<file path="src/rtl/a429_rx_pkg.sv">
package a429_rx_pkg;

  typedef enum logic [1:0] {
    RX_WAIT = 2'd0,
    RX_BITS = 2'd1,
    RX_FULL = 2'd2
  } rx_state_e;

  typedef enum logic [1:0] {
    SYM_ZERO = 2'd0,
    SYM_ONE  = 2'd1,
    SYM_NULL = 2'd2,
    SYM_BAD  = 2'd3
  } line_sym_e;

  function automatic line_sym_e decode_line(input logic one, input logic zero, input logic nul);
    case ({one, zero, nul})
      3'b100:  return SYM_ONE;
      3'b010:  return SYM_ZERO;
      3'b001:  return SYM_NULL;
      default: return SYM_BAD;
    endcase
  endfunction

endpackage

</file>
<file path="src/rtl/a429_gap_tracker.sv">
module a429_gap_tracker #(
  parameter int GAP_MIN = 4,
  localparam int GW = $clog2(GAP_MIN + 1)
) (
  input  logic clk,
  input  logic rst,
  input  logic tick,
  input  logic is_null,
  output logic armed
);

  localparam logic [GW-1:0] GAP_TOP = GW'(GAP_MIN);

  logic [GW-1:0] run_q;

  // consecutive null ticks, saturating at the arming threshold
  always_ff @(posedge clk) begin
    if (rst) begin
      run_q <= '0;
    end else if (tick) begin
      if (!is_null)            run_q <= '0;
      else if (run_q != GAP_TOP) run_q <= run_q + 1'b1;
    end
  end

  assign armed = (run_q == GAP_TOP);

endmodule

</file>
<file path="src/rtl/a429_bit_shifter.sv">
module a429_bit_shifter #(
  parameter int WORD_BITS = 32,
  localparam int CW = $clog2(WORD_BITS + 1)
) (
  input  logic                 clk,
  input  logic                 rst,
  input  logic                 shift_en,
  input  logic                 first,
  input  logic                 bit_in,
  output logic [WORD_BITS-1:0] sh,
  output logic [CW-1:0]        cnt
);

  // LSB-first: new bits enter at the top and move down
  always_ff @(posedge clk) begin
    if (rst) begin
      sh  <= '0;
      cnt <= '0;
    end else if (shift_en) begin
      sh  <= {bit_in, sh[WORD_BITS-1:1]};
      cnt <= first ? CW'(1) : cnt + 1'b1;
    end
  end

endmodule

</file>
<file path="src/rtl/a429_parity_stamp.sv">
module a429_parity_stamp #(
  parameter int WORD_BITS = 32
) (
  input  logic                 clk,
  input  logic                 rst,
  input  logic                 deliver,
  input  logic                 abort,
  input  logic [WORD_BITS-1:0] raw,
  output logic [WORD_BITS-1:0] word_q,
  output logic                 vld_q,
  output logic                 err_q
);

  logic even_ones;
  assign even_ones = ~(^raw);

  always_ff @(posedge clk) begin
    if (rst) begin
      word_q <= '0;
      vld_q  <= 1'b0;
      err_q  <= 1'b0;
    end else begin
      vld_q <= deliver;
      err_q <= abort;
      if (deliver) word_q <= {even_ones, raw[WORD_BITS-2:0]};
    end
  end

endmodule

</file>
<file path="src/rtl/a429_word_rx.sv">
module a429_word_rx
  import a429_rx_pkg::*;
#(
  parameter int WORD_BITS = 32,
  parameter int GAP_MIN   = 4
) (
  input  logic                 clk,
  input  logic                 rst,
  input  logic                 bit_tick,
  input  logic                 line_one,
  input  logic                 line_zero,
  input  logic                 line_null,
  output logic [WORD_BITS-1:0] word_out,
  output logic                 word_valid,
  output logic                 seq_error
);

  localparam int CW = $clog2(WORD_BITS + 1);
  localparam logic [CW-1:0] LAST_IDX = CW'(WORD_BITS - 1);

  line_sym_e           sym;
  rx_state_e           st_q, st_nx;
  logic                armed, shift_en, first, deliver, abort;
  logic [WORD_BITS-1:0] sh;
  logic [CW-1:0]        cnt;

  assign sym = decode_line(line_one, line_zero, line_null);

  a429_gap_tracker #(.GAP_MIN(GAP_MIN)) u_gap (
    .clk(clk), .rst(rst), .tick(bit_tick),
    .is_null(sym == SYM_NULL), .armed(armed)
  );

  a429_bit_shifter #(.WORD_BITS(WORD_BITS)) u_shift (
    .clk(clk), .rst(rst), .shift_en(shift_en), .first(first),
    .bit_in(sym == SYM_ONE), .sh(sh), .cnt(cnt)
  );

  a429_parity_stamp #(.WORD_BITS(WORD_BITS)) u_stamp (
    .clk(clk), .rst(rst), .deliver(deliver), .abort(abort), .raw(sh),
    .word_q(word_out), .vld_q(word_valid), .err_q(seq_error)
  );

  always_comb begin
    st_nx    = st_q;
    shift_en = 1'b0;
    first    = 1'b0;
    deliver  = 1'b0;
    abort    = 1'b0;
    if (bit_tick) begin
      case (sym)
        SYM_NULL: begin
          if (st_q == RX_BITS) abort = 1'b1;
          if (st_q == RX_FULL) deliver = 1'b1;
          st_nx = RX_WAIT;
        end
        SYM_ZERO, SYM_ONE: begin
          case (st_q)
            RX_WAIT: if (armed) begin
              shift_en = 1'b1;
              first    = 1'b1;
              st_nx    = (WORD_BITS == 1) ? RX_FULL : RX_BITS;
            end
            RX_BITS: begin
              shift_en = 1'b1;
              if (cnt == LAST_IDX) st_nx = RX_FULL;
            end
            default: begin
              abort = 1'b1;
              st_nx = RX_WAIT;
            end
          endcase
        end
        default: begin
          if (st_q != RX_WAIT) abort = 1'b1;
          st_nx = RX_WAIT;
        end
      endcase
    end
  end

  always_ff @(posedge clk) begin
    if (rst) st_q <= RX_WAIT;
    else     st_q <= st_nx;
  end

endmodule

</file>
<file path="config.mk">
export PLATFORM = sky130hd
export DESIGN_NAME = a429_word_rx
export DESIGN_NICKNAME = d
export VERILOG_FILES = /design/src/rtl/a429_rx_pkg.sv /design/src/rtl/a429_gap_tracker.sv /design/src/rtl/a429_bit_shifter.sv /design/src/rtl/a429_parity_stamp.sv /design/src/rtl/a429_word_rx.sv
export SDC_FILE = /design/constraint.sdc
export NUM_CORES = 1
export LEC_CHECK = 0
export BUFFER_PORTS_ARGS = -buffer_cell sky130_fd_sc_hd__buf_2
export CAP_MARGIN = 20
export CORE_ASPECT_RATIO = 0.9
export CORE_MARGIN = 5
export CORE_UTILIZATION = 55
export CTS_CLUSTER_DIAMETER = 50
export DETAILED_ROUTE_END_ITERATION = 10
export GPL_TIMING_DRIVEN = 0
export PLACE_DENSITY = 0.76
export SLEW_MARGIN = 40
export SYNTH_ARGS = -nofsm -noshare
export SYNTH_HDL_FRONTEND = slang
export SYNTH_HIERARCHICAL = 1
export SYNTH_SLANG_ARGS = --single-unit
</file>
<file path="constraint.sdc">
create_clock -name clk -period 2.54 [get_ports clk]
set_input_delay 0.381 -clock clk [delete_from_list [all_inputs] [get_ports clk]]
set_output_delay 0.381 -clock clk [all_outputs]
set_load 0.05 [all_outputs]
</file>
== After elaboration in Yosys (flattened, before gate mapping) ==
Index checks and enable logic that the tools add are counted.
Word-level totals
  flip-flop bits (word level): 77
  input port bits: 6
  output and inout port bits: 34
  logic and storage cells: 55
Cells by class
  add/subtract/negate cells: 2
  equality and inequality tests: 13
  mux-type cells: 22
  bitwise logic cells: 2
  reduce and logical (&&, ||, !) cells: 9
Operators by type and width (number)
  parity 32 bit: 1
  two-way mux 1 bit: 12
  inequality test 3 bit (second input constant): 3
  adder 6 x 1 -> 6 bit (second input constant): 1
  equality test 3 bit (second input constant): 2
  equality test 6 x 5 -> 1 bit (second input constant): 1
  two-way mux 2 bit: 3
  two-way mux 3 bit: 2
  two-way mux 6 bit: 1
  case mux 2 bit (3 select lines): 1
  OR reduction 2 bit: 3
  equality test 2 x 1 -> 1 bit (second input constant): 2
  equality test 2 bit (second input constant): 2
  zero test 2 bit: 2
  case mux 1 bit (2 select lines): 2
  case mux 2 bit (2 select lines): 1
  adder 3 x 1 -> 3 bit (second input constant): 1
  equality test 3 x 1 -> 1 bit (second input constant): 1
  equality test 3 x 2 -> 1 bit (second input constant): 1
  AND reduction 3 bit: 1
  inequality test 2 bit (second input constant): 1
  NOT 1 bit: 2
  AND reduction 2 bit: 1
  nonzero test 2 bit: 1

== Longest topological paths before layout ==
Gate-level depths: netlist (run 1).
  word-level depth: 7
  mapped depth: 11
  gate-level depth less buffers: 9

== Hierarchy ==
The synthesis (run 1) kept the hierarchy.
Modules (own cells, without submodules)
  a429_parity_stamp: instances 1, cells each 139, area an instance 1440.1 µm², seq. area each 680.7 µm²
  a429_bit_shifter: instances 1, cells each 133, area an instance 1391.3 µm², seq. area each 760.7 µm²
  a429_word_rx: instances 1, cells each 30, area an instance 226.5 µm², seq. area each 40.0 µm²
  a429_gap_tracker: instances 1, cells each 20, area an instance 168.9 µm², seq. area each 60.1 µm²

== Worst setup path after synthesis (run 1) ==
No wires, ideal clock.
  path type: in2reg
  start point: in line_null
  end point: reg u_stamp.word_q[0]
  arrival time: 1.566 ns
  required time: 2.412 ns
  slack: 0.846 ns
  cell stages on the path: 7
  buffers on the path: 2
  path through: nor2b_1 -> and2b_1 -> and3_1 -> clkbuf_1 -> buf_2 -> mux2i_1 -> nor2_1
On the way
  longest elaborated chain between the ends: 5
  elaborated cells on any way between the ends: 7
  those cells by class: eq/ne (4); mux (3)
Ends and longest elaborated chain
  from (decl): line a429_word_rx.sv:12  | input logic line_null,
  equality test 3 x 1 -> 1 bit, or another cell as far along: line a429_rx_pkg.sv:17  | case ({one, zero, nul})
  case mux 2 bit (3 select lines) *: line a429_rx_pkg.sv:17
  equality test 2 bit *: line a429_word_rx.sv:51  | case (sym)
  two-way mux 1 bit *: line a429_word_rx.sv:51
  two-way mux 1 bit *: line a429_word_rx.sv:50  | if (bit_tick) begin
  via deliver: line a429_word_rx.sv:23  | logic armed, shift_en, first, deliver, abort;
  to (signal assigned): line a429_parity_stamp.sv:25  | if (deliver) word_q <= {even_ones, raw[WORD_BITS-2:0]};
  to (decl): line a429_parity_stamp.sv:9  | output logic [WORD_BITS-1:0] word_q,
Mark *: on every way through the listed nets, which the timed path passes. The rest lies on a longest branch.
A chain may end at the register's enable or synchronous reset.

== Worst setup path in the final report (run 1) ==
  start point: reg u_gap.run_q[0]
  end point: reg u_shift.sh[14]
On the way
  longest elaborated chain between the ends: 5
Ends and longest elaborated chain
  from (decl): line a429_gap_tracker.sv:14  | logic [GW-1:0] run_q;
  from (signal assigned): line a429_gap_tracker.sv:22  | else if (run_q != GAP_TOP) run_q <= run_q + 1'b1;
  equality test 3 bit: line a429_gap_tracker.sv:26  | assign armed = (run_q == GAP_TOP);
  via armed: line a429_word_rx.sv:23
  two-way mux 1 bit: line a429_word_rx.sv:59  | RX_WAIT: if (armed) begin
  case mux 1 bit (2 select lines): line a429_word_rx.sv:58  | case (st_q)
  two-way mux 1 bit: line a429_word_rx.sv:51
  two-way mux 1 bit: line a429_word_rx.sv:50
  via shift_en: line a429_word_rx.sv:23
  to (signal assigned): line a429_bit_shifter.sv:20  | sh <= {bit_in, sh[WORD_BITS-1:1]};
  to (decl): line a429_bit_shifter.sv:10  | output logic [WORD_BITS-1:0] sh,
The timed path passes the listed nets, and every way through them passes these cells.

==> qor.yml, run 1 <==
cells_and_area:
  antenna_cells: 0
  finish.utilization: 0.6563
  n_fill_cell: 449
  area_delta_synth_final_pct: 15.78
  drive_gt1_frac: 0.1724
  finalNetCount: 381
logic_synthesis:
  yosys.cell_count.top_type: "sky130_fd_sc_hd__dfxtp_1"
  post_synth_main_area_contributors: "sky130_fd_sc_hd__dfxtp_1 48%, sky130_fd_sc_hd__mux2i_1 20%, sky130_fd_sc_hd__nor2_1 8.5%, sky130_fd_sc_hd__xnor2_1 7.3%, sky130_fd_sc_hd__xor2_1 2.2%"
  number_of_flops_mapped_to_enable_cells_by_yosys: 0
  ys_seq_elements: 77
  seq_area_frac_synth: 0.4777
  yosysWarningCount: 6
  synth_async_sr_flop_share: 0
  post-synth-top-area-fraction: 0.4777
  netlist-cell-type-count: 35
  synth_area_sq_um: 3227
  dominant_cell_type_by_area_after_synthesis: "sky130_fd_sc_hd__dfxtp_1"
  synth_ff_type: "sky130_fd_sc_hd__dfxtp_1"
  syn_nets: 331
  syn-mean-instance-area_sq_um: 10.02
  synthCells: 322
  synth.cells.most_frequent: "77 x sky130_fd_sc_hd__dfxtp_1, 73 x sky130_fd_sc_hd__nor2_1, 64 x sky130_fd_sc_hd__mux2i_1"
detailed_routing:
  routed_length_per_placed_instance_um: 13.26
  drt_drc_violations_left: 0
  drt-vias-per-instance: 5.132
  via_count: 2294
  first_pass_iters: 4
  wirelength_um: 5928
  ant_nets: 0
  drtIter0Drc: 116
setup_path:
  cp.buffers_inverters: 5
  slowest_stage: "sky130_fd_sc_hd__dfxtp_1"
  required_ns: 2.76
  cp_cell_sequence: "inv_1 > ha_1 > nand2_2 > inv_1 > o21ai_0 > nor2_1 > buf_4 > buf_6 > buf_6 > mux2i_1 > nor2_1"
  cp_max_fo: 10
  path_delay_family: "buffers and inverters"
  worstSetupEndpointType: "flip-flop"
  timing.critical_path.from_type: "flip-flop"
  path_class: "flip-flop to flip-flop"
  cp.arrival_ns: 2.10
  max_stage_delay_ns: 0.39
floorplanning:
  coreArea_sq_um: 5693
  pin_count: 40
  start_util: 0.5668
  std_cell_rows: 26
  die_height_um: 82.67
  fp.dieW_um: 90.74
  die-area_sq_um: 7501
power:
  ir_worst_vdd_uv: 378.5
  power_per_cell_area_nw_per_um2: 610.7
  clock_power_share: 0.451
  seq_power_share: 0.529
  total_leakage_power_nw: 1.406
  combPwrFrac: 0.020
  cell_internal_power_dissipation_mw: 1.827
  power_switching_mw: 0.4551
  power.switching_fraction: 0.1995
global_routing:
  first_pass_grt_wire_length_um: 10070
  grt_busiest_layer: "met2"
  grt_antenna_before_repair: 0
  grt_max_degree: 13
  grt_util_met2: 0.2547
  grt_use_met1: 0.2160
  vias_in_the_first_global_route: 2202
  grt_overflow_total: 0
  grt_use_met3: 0.05707
  grt_use_total: 0.1685
timing:
  clock-skew-final_ns: 0.005331
  timing.slew.headroom: 0.7004
  finalMaxSlewViolations: 0
  final-hold-violation-count: 0
  max_freq_mhz: 531.5
  rsz_0062_raised_after_global_routing: "no"
  finalSetupViolations: 0
  finalWorstPathRequiredPeriod_ns: 1.881
  finalSetupTns_ns: 0
  timing_worst_slew_pin_value_ns: 0.4494
  final.period_utilization: 0.7407
outcome:
  status: "complete, no violations"
clocking:
  clock_sinks: 77
  post_cts_hold_buffer_count: 0
  htree_levels: 3
  cts.reportedPaths.clkPinSlew_ns: 0.07
  post-cts-setup-buffers: 0
  insertion_delay_ns: 0.34
  post_cts.resized_instances: 0
  cts_buffers: 9
  clk_root_buffer_cell: "sky130_fd_sc_hd__clkbuf_8"
  ctsLongestPathBuffers: 2
  clock_tree_from_tritoncts: "built"
placed_design:
  place.detailed.hpwl_um: 4189
  port_buffers: 39
  gp_routability_congestion: 0.7917
min_path:
  min-delay-path-class: "input port to flip-flop"
flow_run:
  maxCapViolations: 0
[metrics by stage]
stage          hold slack, ns  setup slack (ns)  total power [mW]  instances  cell area [sq um]
2_1_floorplan          0.4504            0.8462             1.262        322               3227
3_3_place_gp           0.4606            0.4454             1.281        431               3510
3_5_place_dp           0.4793            0.4003             1.281        431               3510
4_1_cts                0.3152            0.6655             2.305        447               3736
5_1_grt                0.3348            0.4343             2.367        447               3736
6_report               0.3308            0.6586             2.282        447               3736
[metal layers]
metal	vias up	part of all wire	routed length (um)
met5	-	0	0
met4	0	0.016	97
met3	7	0.054	320
met2	55	0.44	2629
met1	1053	0.49	2879
li1	1179	-	-
[final cells by class]
type                       count  area, sq um  area share
buffer                        17        93.84     0.02512
clock buffer                  13        158.9     0.04253
clock inverter                 3        67.56     0.01808
inverter                       3        11.26    0.003014
multi-input combinational    225         1580      0.4230
sequential                    77         1541      0.4126
tap                           70        87.58     0.02344
timing repair buffer          39        195.2     0.05224
[final timing paths]
path	startpoint	end	slack, ns	cells past startpoint
setup / recovery	u_gap/run_q[0]	u_shift/sh[14]	0.66	11
hold / removal	rst	u_gap/run_q[1]	0.33	2
setup reg to reg	u_gap/run_q[0]	u_shift/sh[14]	0.66	11
hold reg to reg	u_stamp/word_q[26]	u_stamp/word_q[26]	0.49	2
[flip-flops by register name (all words and copies together) (netlist names)]
name and flops:
u_shift/sh 32, u_stamp/err_q 1, st_q 2, u_gap/run_q 3, u_stamp/vld_q 1, u_stamp/word_q 32
u_shift/cnt 6
[power groups by stage]
stage | combinational, mW | sequential, mW | clock (mW)
2_1_floorplan | 0.0269 | 1.24 | 0
3_3_place_gp | 0.0451 | 1.24 | 0
3_5_place_dp | 0.0458 | 1.24 | 0
4_1_cts | 0.0460 | 1.21 | 1.05
5_1_grt | 0.0511 | 1.21 | 1.11
6_report | 0.0456 | 1.21 | 1.03
[cells by family (layout without fill, tap and decap cells)]
family / Yosys count / in the layout / share of synthesized area
buf+inv: 20 / 75 / 0.03257
compound gates: 18 / 18 / 0.04071
xor+xnor: 35 / 35 / 0.09500
mux: 64 / 64 / 0.1985
simple gates: 105 / 105 / 0.1439
fa+ha+maj: 3 / 3 / 0.01163
flops: 77 / 77 / 0.4777
[cells in the final DEF (no fill, tap or decap), types with 4 or more instances in the layout]
cell type and instances:
sky130_fd_sc_hd__dfxtp_1 77, sky130_fd_sc_hd__nand2_1 5, sky130_fd_sc_hd__buf_2 42, sky130_fd_sc_hd__xnor2_1 27
sky130_fd_sc_hd__mux2i_1 64, sky130_fd_sc_hd__nor2_1 73, sky130_fd_sc_hd__xor2_1 8, sky130_fd_sc_hd__nor2b_1 5
sky130_fd_sc_hd__clkbuf_8 11, sky130_fd_sc_hd__nand4_1 5, sky130_fd_sc_hd__a21oi_1 4, sky130_fd_sc_hd__clkbuf_1 11
Power figures use the tool's default switching activity.
==> inputs of run 2 (changes only) <==
Clock period 2.54 ns to 1.75 ns, I/O delays scaled along.
==> run 2 against run 1 <==
Effect of this change:
- flip-flop and latch count stayed put
- core utilization rose by 2.7 points
- critical path depth unchanged
- worst hold slack got worse by 0.12 ns
- design area is 4.2% higher
- power is 45% higher
- critical path type unchanged
- register-to-register slack got worse by 0.58 ns
- sequential share of layout area is 1.5 points lower
- combinational power up 59%
- global-route usage hardly changed
==> qor.yml, run 2 (synthesis results as in run 1) <==
timing:
  max_freq_mhz: 600.0
  final-hold-violation-count: 0
  finalWorstPathRequiredPeriod_ns: 1.667
  finalMaxSlewViolations: 0
  timing.slew.headroom: 0.7034
  finalSetupViolations: 0
  timing_worst_slew_pin_value_ns: 0.4449
  clock-skew-final_ns: 0.005009
  finalWorstSetupSlack_ns: 0.08343
  rsz_0062_raised_after_global_routing: "yes"
  final.period_utilization: 0.9523
clocking:
  clk_root_buffer_cell: "sky130_fd_sc_hd__clkbuf_8"
  cts_buffers: 9
  clock_sinks: 77
  clock_tree_from_tritoncts: "built"
  htree_levels: 3
  insertion_delay_ns: 0.34
  ctsLongestPathBuffers: 2
  cts.reportedPaths.clkPinSlew_ns: 0.07
setup_path:
  path_common_cell: "sky130_fd_sc_hd__nor2_1"
  required_ns: 1.97
  reg2reg_slack_ns: 0.08
  max_stage_delay_ns: 0.34
  cp_max_fo: 5
  slowest_stage: "sky130_fd_sc_hd__dfxtp_4"
  path_class: "flip-flop to flip-flop"
  timing.critical_path.from_type: "flip-flop"
  cp_cell_sequence: "inv_2 > ha_4 > nand2_4 > inv_4 > o21ai_2 > nor2_1 > buf_4 > buf_8 > buf_12 > mux2i_4 > nor2_1"
  reg2reg_from: "u_gap/run_q[1]"
  cp.arrival_ns: 1.89
  worstReg2RegEnd: "u_shift/sh[14]"
  worst_r2r_path_depth: 11
  worstSetupEndpointType: "flip-flop"
global_routing:
  grt_overflow_total: 0
  grt_antenna_before_repair: 0
  grt_use_total: 0.1689
  first_pass_grt_wire_length_um: 10090
  grt_max_degree: 13
  vias_in_the_first_global_route: 2200
detailed_routing:
  first_pass_iters: 4
  wirelength_um: 6287
  routed_length_per_placed_instance_um: 13.85
  via_count: 2370
  drt_drc_violations_left: 0
  drtIter0Drc: 125
  drt-vias-per-instance: 5.220
  ant_nets: 0
power:
  total_leakage_power_nw: 1.462
  power_per_cell_area_nw_per_um2: 852.3
  ir_worst_vdd_uv: 552.1
cells_and_area:
  antenna_cells: 0
  final_area_sq_um: 3891
  most_common_cell_after_layout_fill_and_taps_aside: "sky130_fd_sc_hd__dfxtp_1"
  layout_common_cells: "75 x sky130_fd_sc_hd__dfxtp_1, 73 x sky130_fd_sc_hd__nor2_1, 63 x sky130_fd_sc_hd__mux2i_1"
  finalNetCount: 388
  drive_gt1_frac: 0.2109
  area_delta_synth_final_pct: 20.59
  biggestRegsByFlops: "u_shift/sh x32, u_stamp/word_q x32, u_shift/cnt x6"
  finish.utilization: 0.6835
placed_design:
  gp_routability_congestion: 0.7917
  port_buffers: 39
  post_dp_cell_area_sq_um: 3510
  preCtsSetupSlack_ns: -0.2712
  place.detailed.hpwl_um: 4189
outcome:
  status: "complete, no violations"
floorplanning:
  coreArea_sq_um: 5693
  die_height_um: 82.67
  std_cell_rows: 26
  die-area_sq_um: 7501
  pin_count: 40
  fp.dieW_um: 90.74
  start_util: 0.5668
min_path:
  hp-start: "rst"
  holdPathStages: 2
  min-delay-path-class: "input port to flip-flop"
  whs_endpoint: "u_gap/run_q[1]"
flow_run:
  maxCapViolations: 0
-- run 2: changes by cell type in the layout (fill, tap and decap cells not counted), sizes merged --
cell	delta
clkbuf	+2
buf	+5
-- run 2: how the worst max path moves through the flow --
stage / start / endpoint / cells after the start
global route: u_gap/run_q[0] / u_shift/sh[14] / 11
finish: u_gap/run_q[1] / u_shift/sh[14] / 11
floorplan: u_gap/run_q[0] / u_shift/sh[14] / 11
CTS: st_q[0] / u_stamp/word_q[19] / 6
global placement: line_null / u_stamp/word_q[9] / 8
detailed placement: line_null / u_stamp/word_q[11] / 8
-- run 2: cell type report --
| type | count | area, sq um |
|---|---|---|
| inverter | 3 | 13.76 |
| sequential | 77 | 1549 |
| clock inverter | 3 | 67.56 |
| clock buffer | 13 | 158.9 |
| timing repair buffer | 47 | 290.3 |
| tap | 70 | 87.58 |
| multi-input combinational | 225 | 1614 |
| buffer | 16 | 110.1 |
| fill | 429 | 1802 |
-- run 2: critical path, delay by kind of cell (launching register included) --
family	cells	cell delay [ns]
multiplexers	1	0.21
flip-flops	1	0.34
AND/OR/NAND/NOR	3	0.24
buffers and inverters	5	0.54
adder cells (fa/ha/maj)	1	0.15
AO/OA/AOI/OAI	1	0.05
-- run 2: per-layer routing --
metal	routed length, um	track usage
met1	3049	0.2172
met2	2771	0.2547
met3	341	0.05707
met5	0	0
met4	125	0.08482
-- run 2: where the power goes --
group | switching, mW | leakage [nW] | total [mW] | internal [mW]
Combinational | 0.0523 | 0.730 | 0.0725 | 0.0203
Sequential | 0.000838 | 0.621 | 1.75 | 1.75
Clock | 0.612 | 0.110 | 1.49 | 0.883
-- run 2: repair_timing --
action	in CTS	in global routing
resized for setup	10	11
pin swaps	0	6
hold buffers	0	0
buffers inserted	0	6
gates cloned	0	2
setup endpoints to repair	23	62
endpoints found under the hold margin	0	0
-- run 2: through the flow --
stage / power (mW) / cells / setup TNS (ns) / hold WS [ns]
detailed placement: 1.860 / 431 / -7.404 / 0.4793
global placement: 1.859 / 431 / -6.948 / 0.4606
floorplan: 1.832 / 322 / 0 / 0.3319
CTS: 3.347 / 447 / 0 / 0.1893
finish: 3.317 / 454 / 0 / 0.2074
global route: 3.439 / 454 / -0.1456 / 0.2085
==> inputs of run 3 (changes only) <==
Settings changed: CORE_UTILIZATION 55 to 57, PLACE_DENSITY 0.76 to 0.79.
==> run 3 against run 2 <==
Effect of this change:
- core utilization shrank 0.24 points
- clock power fell by 19%
- routed wire length fell by 1.5%
==> qor.yml, run 3 (synthesis results as in run 1) <==
placed_design:
  place.detailed.hpwl_um: 4238
  placed_cells_incl_taps: 431
  gp_routability_congestion: 0.7297
  post_dp_cell_area_sq_um: 3510
  port_buffers: 39
cells_and_area:
  drive_gt1_frac: 0.2042
  final_area_sq_um: 3811
  non_filler_instance_count_after_layout: 452
  area_delta_synth_final_pct: 18.11
  most_common_cell_after_layout_fill_and_taps_aside: "sky130_fd_sc_hd__dfxtp_1"
  finalNetCount: 386
  layout_common_cells: "75 x sky130_fd_sc_hd__dfxtp_1, 73 x sky130_fd_sc_hd__nor2_1, 64 x sky130_fd_sc_hd__mux2i_1"
  antenna_cells: 0
  biggestRegsByFlops: "u_shift/sh x32, u_stamp/word_q x32, u_shift/cnt x6"
clocking:
  insertion_delay_ns: 0.34
  clk_root_buffer_cell: "sky130_fd_sc_hd__clkbuf_8"
  ctsLongestPathBuffers: 2
  cts_buffers: 9
  clock_sinks: 77
  clock_tree_from_tritoncts: "built"
  cts.reportedPaths.clkPinSlew_ns: 0.07
  htree_levels: 3
setup_path:
  max_stage_delay_ns: 0.34
  worstSetupEndpointType: "flip-flop"
  crit_start: "u_gap/run_q[1]"
  cp.arrival_ns: 1.90
  reg2reg_from: "u_gap/run_q[1]"
  worstReg2RegEnd: "u_shift/sh[20]"
  slowest_stage: "sky130_fd_sc_hd__dfxtp_2"
  cp_max_fo: 5
  cp_num_cells: 11
  cp.buffers_inverters: 5
  reg2reg_slack_ns: 0.08
  timing.critical_path.from_type: "flip-flop"
  path_delay_family: "buffers and inverters"
  worst_r2r_path_depth: 11
  crit_end: "u_shift/sh[20]"
  path_class: "flip-flop to flip-flop"
  required_ns: 1.97
  cp_cell_sequence: "inv_2 > ha_4 > nand2_2 > inv_2 > o21ai_1 > nor2_1 > buf_4 > buf_8 > clkbuf_16 > mux2i_1 > nor2_1"
global_routing:
  grt_overflow_total: 0
  grt_use_met1: 0.2448
  grt_max_degree: 13
  vias_in_the_first_global_route: 2224
  grt_use_total: 0.1856
  grt_busiest_layer: "met2"
  grt_use_met3: 0.06085
  grt_util_met2: 0.2835
  first_pass_grt_wire_length_um: 10320
  grt_antenna_before_repair: 0
detailed_routing:
  drt-vias-per-instance: 5.212
  wirelength_um: 6190
  first_pass_iters: 4
  drt_drc_violations_left: 0
  routed_length_per_placed_instance_um: 13.69
  ant_nets: 0
  drtIter0Drc: 86
  via_count: 2356
power:
  power_switching_mw: 0.6711
  power_per_cell_area_nw_per_um2: 795.8
  seq_power_share: 0.578
  ir_worst_vdd_uv: 638.2
  power.switching_fraction: 0.2213
  total_leakage_power_nw: 1.428
  cell_internal_power_dissipation_mw: 2.362
  combPwrFrac: 0.023
  clock_power_share: 0.399
floorplanning:
  fp.dieW_um: 89.31
  die-area_sq_um: 7268
  std_cell_rows: 26
  die_height_um: 81.38
  pin_count: 40
  start_util: 0.5767
  coreArea_sq_um: 5595
outcome:
  status: "complete, no violations"
timing:
  finalSetupViolations: 0
  final.period_utilization: 0.9566
  timing.slew.headroom: 0.6947
  finalMaxSlewViolations: 0
  final-hold-violation-count: 0
  clock-skew-final_ns: 0.004788
  hold_ws_ns: 0.2127
  finalWorstPathRequiredPeriod_ns: 1.674
  timing_worst_slew_pin_value_ns: 0.4580
  max_freq_mhz: 597.3
min_path:
  min-delay-path-class: "input port to flip-flop"
flow_run:
  maxCapViolations: 0
run 3: cell count changes in the layout (fill, tap and decap cells not counted), moves of 2 or more:
| cell | previous run | this run |
|---|---|---|
| sky130_fd_sc_hd__buf_4 | 11 | 8 |
| sky130_fd_sc_hd__buf_6 | 0 | 2 |
| sky130_fd_sc_hd__bufinv_16 | 2 | 0 |
| sky130_fd_sc_hd__dfxtp_2 | 0 | 2 |
| sky130_fd_sc_hd__dfxtp_4 | 2 | 0 |
run 3: how the worst min path moves through the flow:
stage | startpoint | endpoint | depth (start not counted)
after floorplan | rst | u_gap/run_q[1] | 1
after global placement | u_shift/cnt[5] | u_shift/cnt[5] | 2
after detailed placement | u_stamp/word_q[0] | u_stamp/word_q[0] | 2
after CTS | rst | u_gap/run_q[1] | 2
after global routing | rst | u_gap/run_q[2] | 2
final | rst | u_gap/run_q[2] | 2
run 3: per-stage QoR:
stage	utilization	worst slack, ns	total power, mW	setup TNS [ns]
after global routing	0.6811	-0.01117	3.172	-0.01117
final	0.6811	0.07589	3.033	0
after CTS	0.6630	0.002419	3.076	0
after detailed placement	0.6272	-0.3015	1.861	-8.213
after floorplan	-	0.1057	1.832	0
after global placement	0.6272	-0.2180	1.859	-6.375
run 3: power groups by stage:
stage / clock (mW) / combinational, mW / sequential [mW]
after floorplan: 0 / 0.0390 / 1.79
after global placement: 0 / 0.0653 / 1.79
after detailed placement: 0 / 0.0673 / 1.79
after CTS: 1.26 / 0.0679 / 1.75
after global routing: 1.34 / 0.0793 / 1.75
final: 1.21 / 0.0703 / 1.75
run 3: metal layers:
layer / share of wire / vias to the layer above / wire length (um)
met3: 0.042 / 11 / 262
met5: 0 / - / 0
li1: - / 1187 / -
met2: 0.46 / 37 / 2874
met4: 0.016 / 0 / 98
met1: 0.48 / 1121 / 2955
run 3: cell type report:
type                       instances  area [sq um]
buffer                            16         117.6
clock buffer                      13         158.9
clock inverter                     3         20.02
fill                             454          1784
inverter                           3         11.26
multi-input combinational        225          1597
sequential                        77          1544
tap                               70         87.58
timing repair buffer              45         275.3
run 3: timing repair:
item,CTS,global route
hold buffers,0,0
pin swaps,0,3
buffers inserted,0,4
endpoints found under the setup margin,27,64
cloned,0,2
gates resized for setup,8,9
